==> src/rtl/prd_pkg.sv <==
package prd_pkg;
  typedef enum logic [2:0] {
    W_IDLE, W_CHECK, W_FETCH_A, W_FETCH_C, W_XFER
  } walk_state_t;

  typedef enum logic [2:0] {
    X_IDLE, X_TAKE, X_MEMW, X_MEMR, X_PUSH
  } move_state_t;

  localparam int DESC_BYTES = 8;
  localparam int LEN_W      = 17;
endpackage

==> src/rtl/prd_len_decode.sv <==
module prd_len_decode
  import prd_pkg::*;
(
  input  logic [31:0]      ctrl,
  output logic [LEN_W-1:0] len,
  output logic             last
);
  logic [14:0] half;

  always_comb begin
    half = ctrl[15:1];
    if (half == '0) len = LEN_W'(1) << 16;
    else            len = LEN_W'({half, 1'b0});
    last = ctrl[31];
  end
endmodule

==> src/rtl/prd_table_limit.sv <==
module prd_table_limit #(
  parameter int AW    = 32,
  parameter int LIMIT = 4096
) (
  input  logic [AW-1:0] base,
  input  logic [AW-1:0] ptr,
  output logic          at_limit
);
  localparam logic [AW-1:0] LIM = AW'(LIMIT);
  logic [AW-1:0] used;

  always_comb begin
    used     = ptr - base;
    at_limit = (used >= LIM);
  end
endmodule

==> src/rtl/prd_byte_mover.sv <==
module prd_byte_mover
  import prd_pkg::*;
#(
  parameter int AW = 32
) (
  input  logic          clk,
  input  logic          rst,
  input  logic          en,
  input  logic          to_mem,
  input  logic [AW-1:0] addr,
  input  logic          s_valid,
  input  logic [7:0]    s_data,
  output logic          s_ready,
  output logic          m_valid,
  output logic [7:0]    m_data,
  input  logic          m_ready,
  output logic          mem_req,
  output logic          mem_we,
  output logic [AW-1:0] mem_addr,
  output logic [7:0]    mem_wdata,
  input  logic [7:0]    mem_rdata,
  input  logic          mem_ack,
  output logic          byte_done
);
  move_state_t st;
  logic [7:0]  data_q;

  always_ff @(posedge clk) begin
    if (rst) begin
      st     <= X_IDLE;
      data_q <= '0;
    end else begin
      case (st)
        X_IDLE:  if (en) st <= to_mem ? X_TAKE : X_MEMR;
        X_TAKE:  if (s_valid) begin
                   data_q <= s_data;
                   st     <= X_MEMW;
                 end
        X_MEMW:  if (mem_ack) st <= X_IDLE;
        X_MEMR:  if (mem_ack) begin
                   data_q <= mem_rdata;
                   st     <= X_PUSH;
                 end
        X_PUSH:  if (m_ready) st <= X_IDLE;
        default: st <= X_IDLE;
      endcase
    end
  end

  always_comb begin
    s_ready   = (st == X_TAKE);
    m_valid   = (st == X_PUSH);
    m_data    = data_q;
    mem_req   = (st == X_MEMW) || (st == X_MEMR);
    mem_we    = (st == X_MEMW);
    mem_addr  = addr;
    mem_wdata = data_q;
    byte_done = ((st == X_MEMW) && mem_ack) || ((st == X_PUSH) && m_ready);
  end

  AST_MEM_HOLD: assert property (@(posedge clk) disable iff (rst)
    (mem_req && !mem_ack) |=> (mem_req && $stable(mem_addr) && $stable(mem_we)));
  AST_PUSH_HOLD: assert property (@(posedge clk) disable iff (rst)
    (m_valid && !m_ready) |=> (m_valid && $stable(m_data)));
endmodule

==> src/rtl/prd_walker.sv <==
module prd_walker
  import prd_pkg::*;
#(
  parameter int AW          = 32,
  parameter int CW          = 20,
  parameter int TABLE_LIMIT = 4096
) (
  input  logic          clk,
  input  logic          rst,
  input  logic          start,
  input  logic [AW-1:0] table_base,
  input  logic [CW-1:0] req_bytes,
  input  logic          to_mem,
  output logic          busy,
  output logic          done,
  output logic          exhausted,
  output logic          desc_req,
  output logic [AW-1:0] desc_addr,
  input  logic [31:0]   desc_rdata,
  input  logic          desc_ack,
  input  logic          s_valid,
  input  logic [7:0]    s_data,
  output logic          s_ready,
  output logic          m_valid,
  output logic [7:0]    m_data,
  input  logic          m_ready,
  output logic          mem_req,
  output logic          mem_we,
  output logic [AW-1:0] mem_addr,
  output logic [7:0]    mem_wdata,
  input  logic [7:0]    mem_rdata,
  input  logic          mem_ack
);
  localparam logic [AW-1:0] STEP = AW'(DESC_BYTES);
  localparam logic [AW-1:0] HALF = AW'(DESC_BYTES / 2);

  walk_state_t      st;
  logic [AW-1:0]    base_q, ptr_q, cur_addr;
  logic [LEN_W-1:0] cur_len;
  logic [CW-1:0]    remain_q;
  logic             last_q, dir_q, done_q, exh_q;
  logic [LEN_W-1:0] dec_len;
  logic             dec_last, at_limit, byte_done;

  prd_len_decode u_dec (
    .ctrl (desc_rdata),
    .len  (dec_len),
    .last (dec_last)
  );

  prd_table_limit #(.AW(AW), .LIMIT(TABLE_LIMIT)) u_lim (
    .base     (base_q),
    .ptr      (ptr_q),
    .at_limit (at_limit)
  );

  prd_byte_mover #(.AW(AW)) u_mov (
    .clk       (clk),
    .rst       (rst),
    .en        (st == W_XFER),
    .to_mem    (dir_q),
    .addr      (cur_addr),
    .s_valid   (s_valid),
    .s_data    (s_data),
    .s_ready   (s_ready),
    .m_valid   (m_valid),
    .m_data    (m_data),
    .m_ready   (m_ready),
    .mem_req   (mem_req),
    .mem_we    (mem_we),
    .mem_addr  (mem_addr),
    .mem_wdata (mem_wdata),
    .mem_rdata (mem_rdata),
    .mem_ack   (mem_ack),
    .byte_done (byte_done)
  );

  always_ff @(posedge clk) begin
    if (rst) begin
      st       <= W_IDLE;
      base_q   <= '0;
      ptr_q    <= '0;
      cur_addr <= '0;
      cur_len  <= '0;
      remain_q <= '0;
      last_q   <= 1'b0;
      dir_q    <= 1'b0;
      done_q   <= 1'b0;
      exh_q    <= 1'b0;
    end else begin
      done_q <= 1'b0;
      exh_q  <= 1'b0;
      case (st)
        W_IDLE: if (start) begin
          base_q   <= {table_base[AW-1:2], 2'b00};
          ptr_q    <= {table_base[AW-1:2], 2'b00};
          cur_addr <= '0;
          cur_len  <= '0;
          last_q   <= 1'b0;
          remain_q <= req_bytes;
          dir_q    <= to_mem;
          st       <= W_CHECK;
        end
        W_CHECK: begin
          if (remain_q == '0) begin
            done_q <= 1'b1;
            st     <= W_IDLE;
          end else if (cur_len != '0) begin
            st <= W_XFER;
          end else if (last_q || at_limit) begin
            done_q <= 1'b1;
            exh_q  <= 1'b1;
            st     <= W_IDLE;
          end else begin
            st <= W_FETCH_A;
          end
        end
        W_FETCH_A: if (desc_ack) begin
          cur_addr <= desc_rdata[AW-1:0];
          st       <= W_FETCH_C;
        end
        W_FETCH_C: if (desc_ack) begin
          cur_len <= dec_len;
          last_q  <= dec_last;
          ptr_q   <= ptr_q + STEP;
          st      <= W_CHECK;
        end
        W_XFER: if (byte_done) begin
          cur_addr <= cur_addr + 1'b1;
          cur_len  <= cur_len - 1'b1;
          remain_q <= remain_q - 1'b1;
          st       <= W_CHECK;
        end
        default: st <= W_IDLE;
      endcase
    end
  end

  always_comb begin
    busy      = (st != W_IDLE);
    done      = done_q;
    exhausted = exh_q;
    desc_req  = (st == W_FETCH_A) || (st == W_FETCH_C);
    desc_addr = (st == W_FETCH_C) ? (ptr_q + HALF) : ptr_q;
  end

  AST_DONE_PULSE: assert property (@(posedge clk) disable iff (rst)
    done |=> !done);
  AST_EXH_WITH_DONE: assert property (@(posedge clk) disable iff (rst)
    exhausted |-> done);
  AST_FETCH_WHEN_EMPTY: assert property (@(posedge clk) disable iff (rst)
    desc_req |-> (cur_len == '0));
  AST_NO_FETCH_PAST_END: assert property (@(posedge clk) disable iff (rst)
    $rose(desc_req) |-> (!last_q && !at_limit));
  AST_REMAIN_STEP: assert property (@(posedge clk) disable iff (rst)
    byte_done |=> (remain_q == $past(remain_q) - 1'b1));
  AST_START_IGNORED: assert property (@(posedge clk) disable iff (rst)
    (busy && start) |=> ($stable(base_q) && $stable(dir_q)));
  AST_QUIET_IDLE: assert property (@(posedge clk) disable iff (rst)
    !busy |-> (!desc_req && !mem_req));
endmodule

==> config.mk <==
export PLATFORM = sky130hd
export DESIGN_NAME = prd_walker
export DESIGN_NICKNAME = d
export VERILOG_FILES = /design/src/rtl/prd_pkg.sv /design/src/rtl/prd_len_decode.sv /design/src/rtl/prd_table_limit.sv /design/src/rtl/prd_byte_mover.sv /design/src/rtl/prd_walker.sv
export SDC_FILE = /design/constraint.sdc
export NUM_CORES = 1
export LEC_CHECK = 0
export BUFFER_PORTS_ARGS = -buffer_cell sky130_fd_sc_hd__buf_2
export CAP_MARGIN = 5
export CORE_MARGIN = 5
export CORE_UTILIZATION = 57
export DETAILED_ROUTE_END_ITERATION = 8
export GPL_ROUTABILITY_DRIVEN = 0
export PLACE_DENSITY = 0.82
export RECOVER_POWER = 25
export SETUP_SLACK_MARGIN = 0.5
export SLEW_MARGIN = 20
export SYNTH_ARGS = -nofsm -noshare
export SYNTH_HDL_FRONTEND = slang
export SYNTH_SLANG_ARGS = --single-unit
==> constraint.sdc <==
create_clock -name clk -period 4.5 [get_ports clk]
set_input_delay 0.225 -clock clk [delete_from_list [all_inputs] [get_ports clk]]
set_output_delay 0.225 -clock clk [all_outputs]
set_load 0.005 [all_outputs]
==> flow_summary.toml <==
[floorplan]
die-area_um2 = 20700
initial_utilization = 0.5747
io_pins = 196
die_y_um = 143.9
chipWidth_um = 143.9
coreArea_um2 = 17780
num_rows = 49

[layout]
area_delta_synth_final_pct = 14.69
drive_gt1_frac = 0.1401
mostFrequentLayoutCell = "nand2_1"
final_cell_mix = "220 x nand2_1, 189 x nor2_1, 167 x a21oi_1, 148 x buf_2, 147 x dfxtp_1"
num-fill-cells = 1629
nets = 1743

[clock_tree]
cts_tree = "yes"
clockBufferDepth = 2
htree_num_levels = 4
root_buffer = "clkbuf_16"
cts_hold_buf = 0
post_cts_resized = 0
clk_pin_slew_ns = 0.07
numCtsBuffers = 17
cts_setup_buffers = 0
worstSkewPairLatency_ns = 0.43
cts_sinks = 147

[worst_setup_path]
path_class = "reg -> out"
start_kind = "register"
reg2reg_depth = 13
end_kind = "primary output"
required_ns = 4.28
cp_max_fo = 8
r2r_start = "ptr_q[2]"
reg2reg_slack_ns = 0.69
worst_ep_arrival_time_ns = 3.60
rr_endpoint = "st[1]"

[global_route]
antenna_found_initial = 1
overflow = 0
grt_pass1_wl_um = 49910
track_usage = 0.2914
grt_max_degree = 85
grt_pass1_vias = 10290

[sta]
rsz0062_at_grt = "false"
maxSlewHeadroom = -0.1837
finalHoldViolations = 0
fin_crit_ns = 3.820
holdWs_ns = 0.03184
fin_tns_setup_ns = 0
worst_slew_pin_slew_ns = 1.776
max_freq_mhz = 261.8
drv_slew = 33
fin_ws_ns = 0.6797
min_period_over_period = 0.8490
setup_viol = 0
skew_ns = 0.008361

[detailed_routing]
via_count = 11460
final_antenna_net_count = 0
dr.pass1.iters = 6
drc = 0
drtIter0Drc = 1205
wl_per_cell_um = 16.90
routed_wirelength_um = 31150
viasPerCell = 6.216

[power_and_ir_drop]
clkPwrFrac = 0.247
ir_worst_vdd_v = 0.0003425
switching_share = 0.4281
power_density_nw_per_um2 = 502.6
leakage_nw = 4.771
p_switching_w = 0.002522
intPower_w = 0.003368
combPwrFrac = 0.459
seqPwrFrac = 0.294

[yosys]
synth_xor_area_frac = 0.04029
synth-seq-area-share = 0.2880
syn_avg_cell_area_um2 = 6.908
synthDistinctLibCells = 83
postSynthCellCount = 1479
synth_compound_area_frac = 0.2645
synth_top_family_by_area = "simple AND/OR/NAND/NOR gates"
synthAdderAreaFrac = 0.04360
synth-simple-area-share = 0.2845
ys_ff_latch = 147
netlist_area_um2 = 10220
muxShareOfSynthArea = 0.01176
synthFlopType = "dfxtp_1"
async_flop_share = 0
yosys_warnings = 0
synth_edf_count = 0

[run_status]
violations = "max-capacitance violations, max-slew violations"
run_status = "complete, but fails checks"

[hold_path]
min_from = "table_base[25]"
min_path_cells = 3
hold_class = "in -> reg"
worstHoldEndpoint = "base_q[25]"

[placement]
dp_slack_ns = 0.7693
dpl.hpwl_um = 21710
port_buffers = 191

[job]
drv_cap = 1
-- state kept, by name, summed over array words and instances, names as in the netlist --
name and flops:
u_mov.st 3, last_q 1, remain_q 20, st 3
base_q 30, cur_addr 32, cur_len 17, done 1
dir_q 1, u_mov.m_data 8, ptr_q 30, exhausted 1
-- layout make-up --
type                            count  area [um2]  share of cell area
Sequential cell                   147        2943              0.2511
Clock inverter                     14       152.6             0.01303
Multi-Input combinational cell   1168        6631              0.5659
Clock buffer                       18       439.2             0.03748
Antenna cell                        1       2.502           0.0002135
Tap cell                          229       286.5             0.02445
Inverter                           57       214.0             0.01826
Timing Repair Buffer              209        1050             0.08958
-- worst max-delay path by stage --
stage             start       endpoint  slack [ns]  depth (start not counted)
4_1_cts        ptr_q[3]  desc_addr[31]        0.65                         11
2_1_floorplan  ptr_q[2]          st[1]        0.87                         14
6_report       ptr_q[3]  desc_addr[31]        0.68                         11
3_5_place_dp   ptr_q[2]          st[1]        0.77                         13
3_3_place_gp   ptr_q[2]          st[1]        0.83                         13
5_1_grt        ptr_q[2]          st[1]        0.50                         13
-- per-stage QoR --
step	utilization	power, W	cell area [um2]	cells
after detailed placement	0.6284	0.004394	11170	1809
after global routing	0.6590	0.006286	11720	1842
after floorplan	-	0.003726	10220	1480
after CTS	0.6616	0.005856	11760	1841
after global placement	0.6279	0.004320	11160	1809
final	0.6591	0.005890	11720	1843
-- critical path: stages, from the launching register on --
cell and delay (ns):
dfxtp_1 0.49, ha_1 0.30, and3_1 0.20, and3_1 0.31, and4_2 0.36, and4_1 0.29
and4_1 0.24, nand3_1 0.17, or2_2 0.37, nor2_1 0.13, xor2_1 0.16, buf_2 0.15
-- synthesized netlist by cell type, types with 19 or more instances --
cell type    n  share of area
a21oi_1    168          0.082
xor2_1      24          0.021
nand2_1    222          0.082
ha_1        34          0.042
inv_1       57          0.021
a211oi_1    19          0.014
o21ai_0     93          0.046
clkbuf_1    86          0.032
and3_1      22          0.013
dfxtp_1    147           0.29
nand3_1     44          0.022
nor3_1      52          0.025
a22oi_1     32          0.024
xnor2_1     23          0.020
nand4_1     23          0.014
nor2_1     189          0.069
-- power groups by stage --
stage	logic, W	clock network (W)	registers (W)
3_3_place_gp	0.00258	0	0.00174
4_1_cts	0.00267	0.00146	0.00172
5_1_grt	0.00301	0.00152	0.00176
3_5_place_dp	0.00265	0	0.00175
6_report	0.00270	0.00146	0.00173
2_1_floorplan	0.00204	0	0.00168
-- cells by family after synthesis --
logic type,count (synthesis)
AO/OA/AOI/OAI,434
XOR/XNOR,47
adder cells (fa/ha/maj),35
buffers and inverters,165
flip-flops,147
multiplexers,12
other,1
AND/OR/NAND/NOR,638
-- metal layers --
metal | track usage | up-vias | wire length [um]
li1 | - | 5476 | -
met1 | 0.3803 | 5329 | 12860
met2 | 0.4740 | 571 | 14630
met3 | 0.05524 | 79 | 2607
met4 | 0.1194 | 2 | 1044
met5 | 0 | - | 7
(Power assumes the default switching activity.)
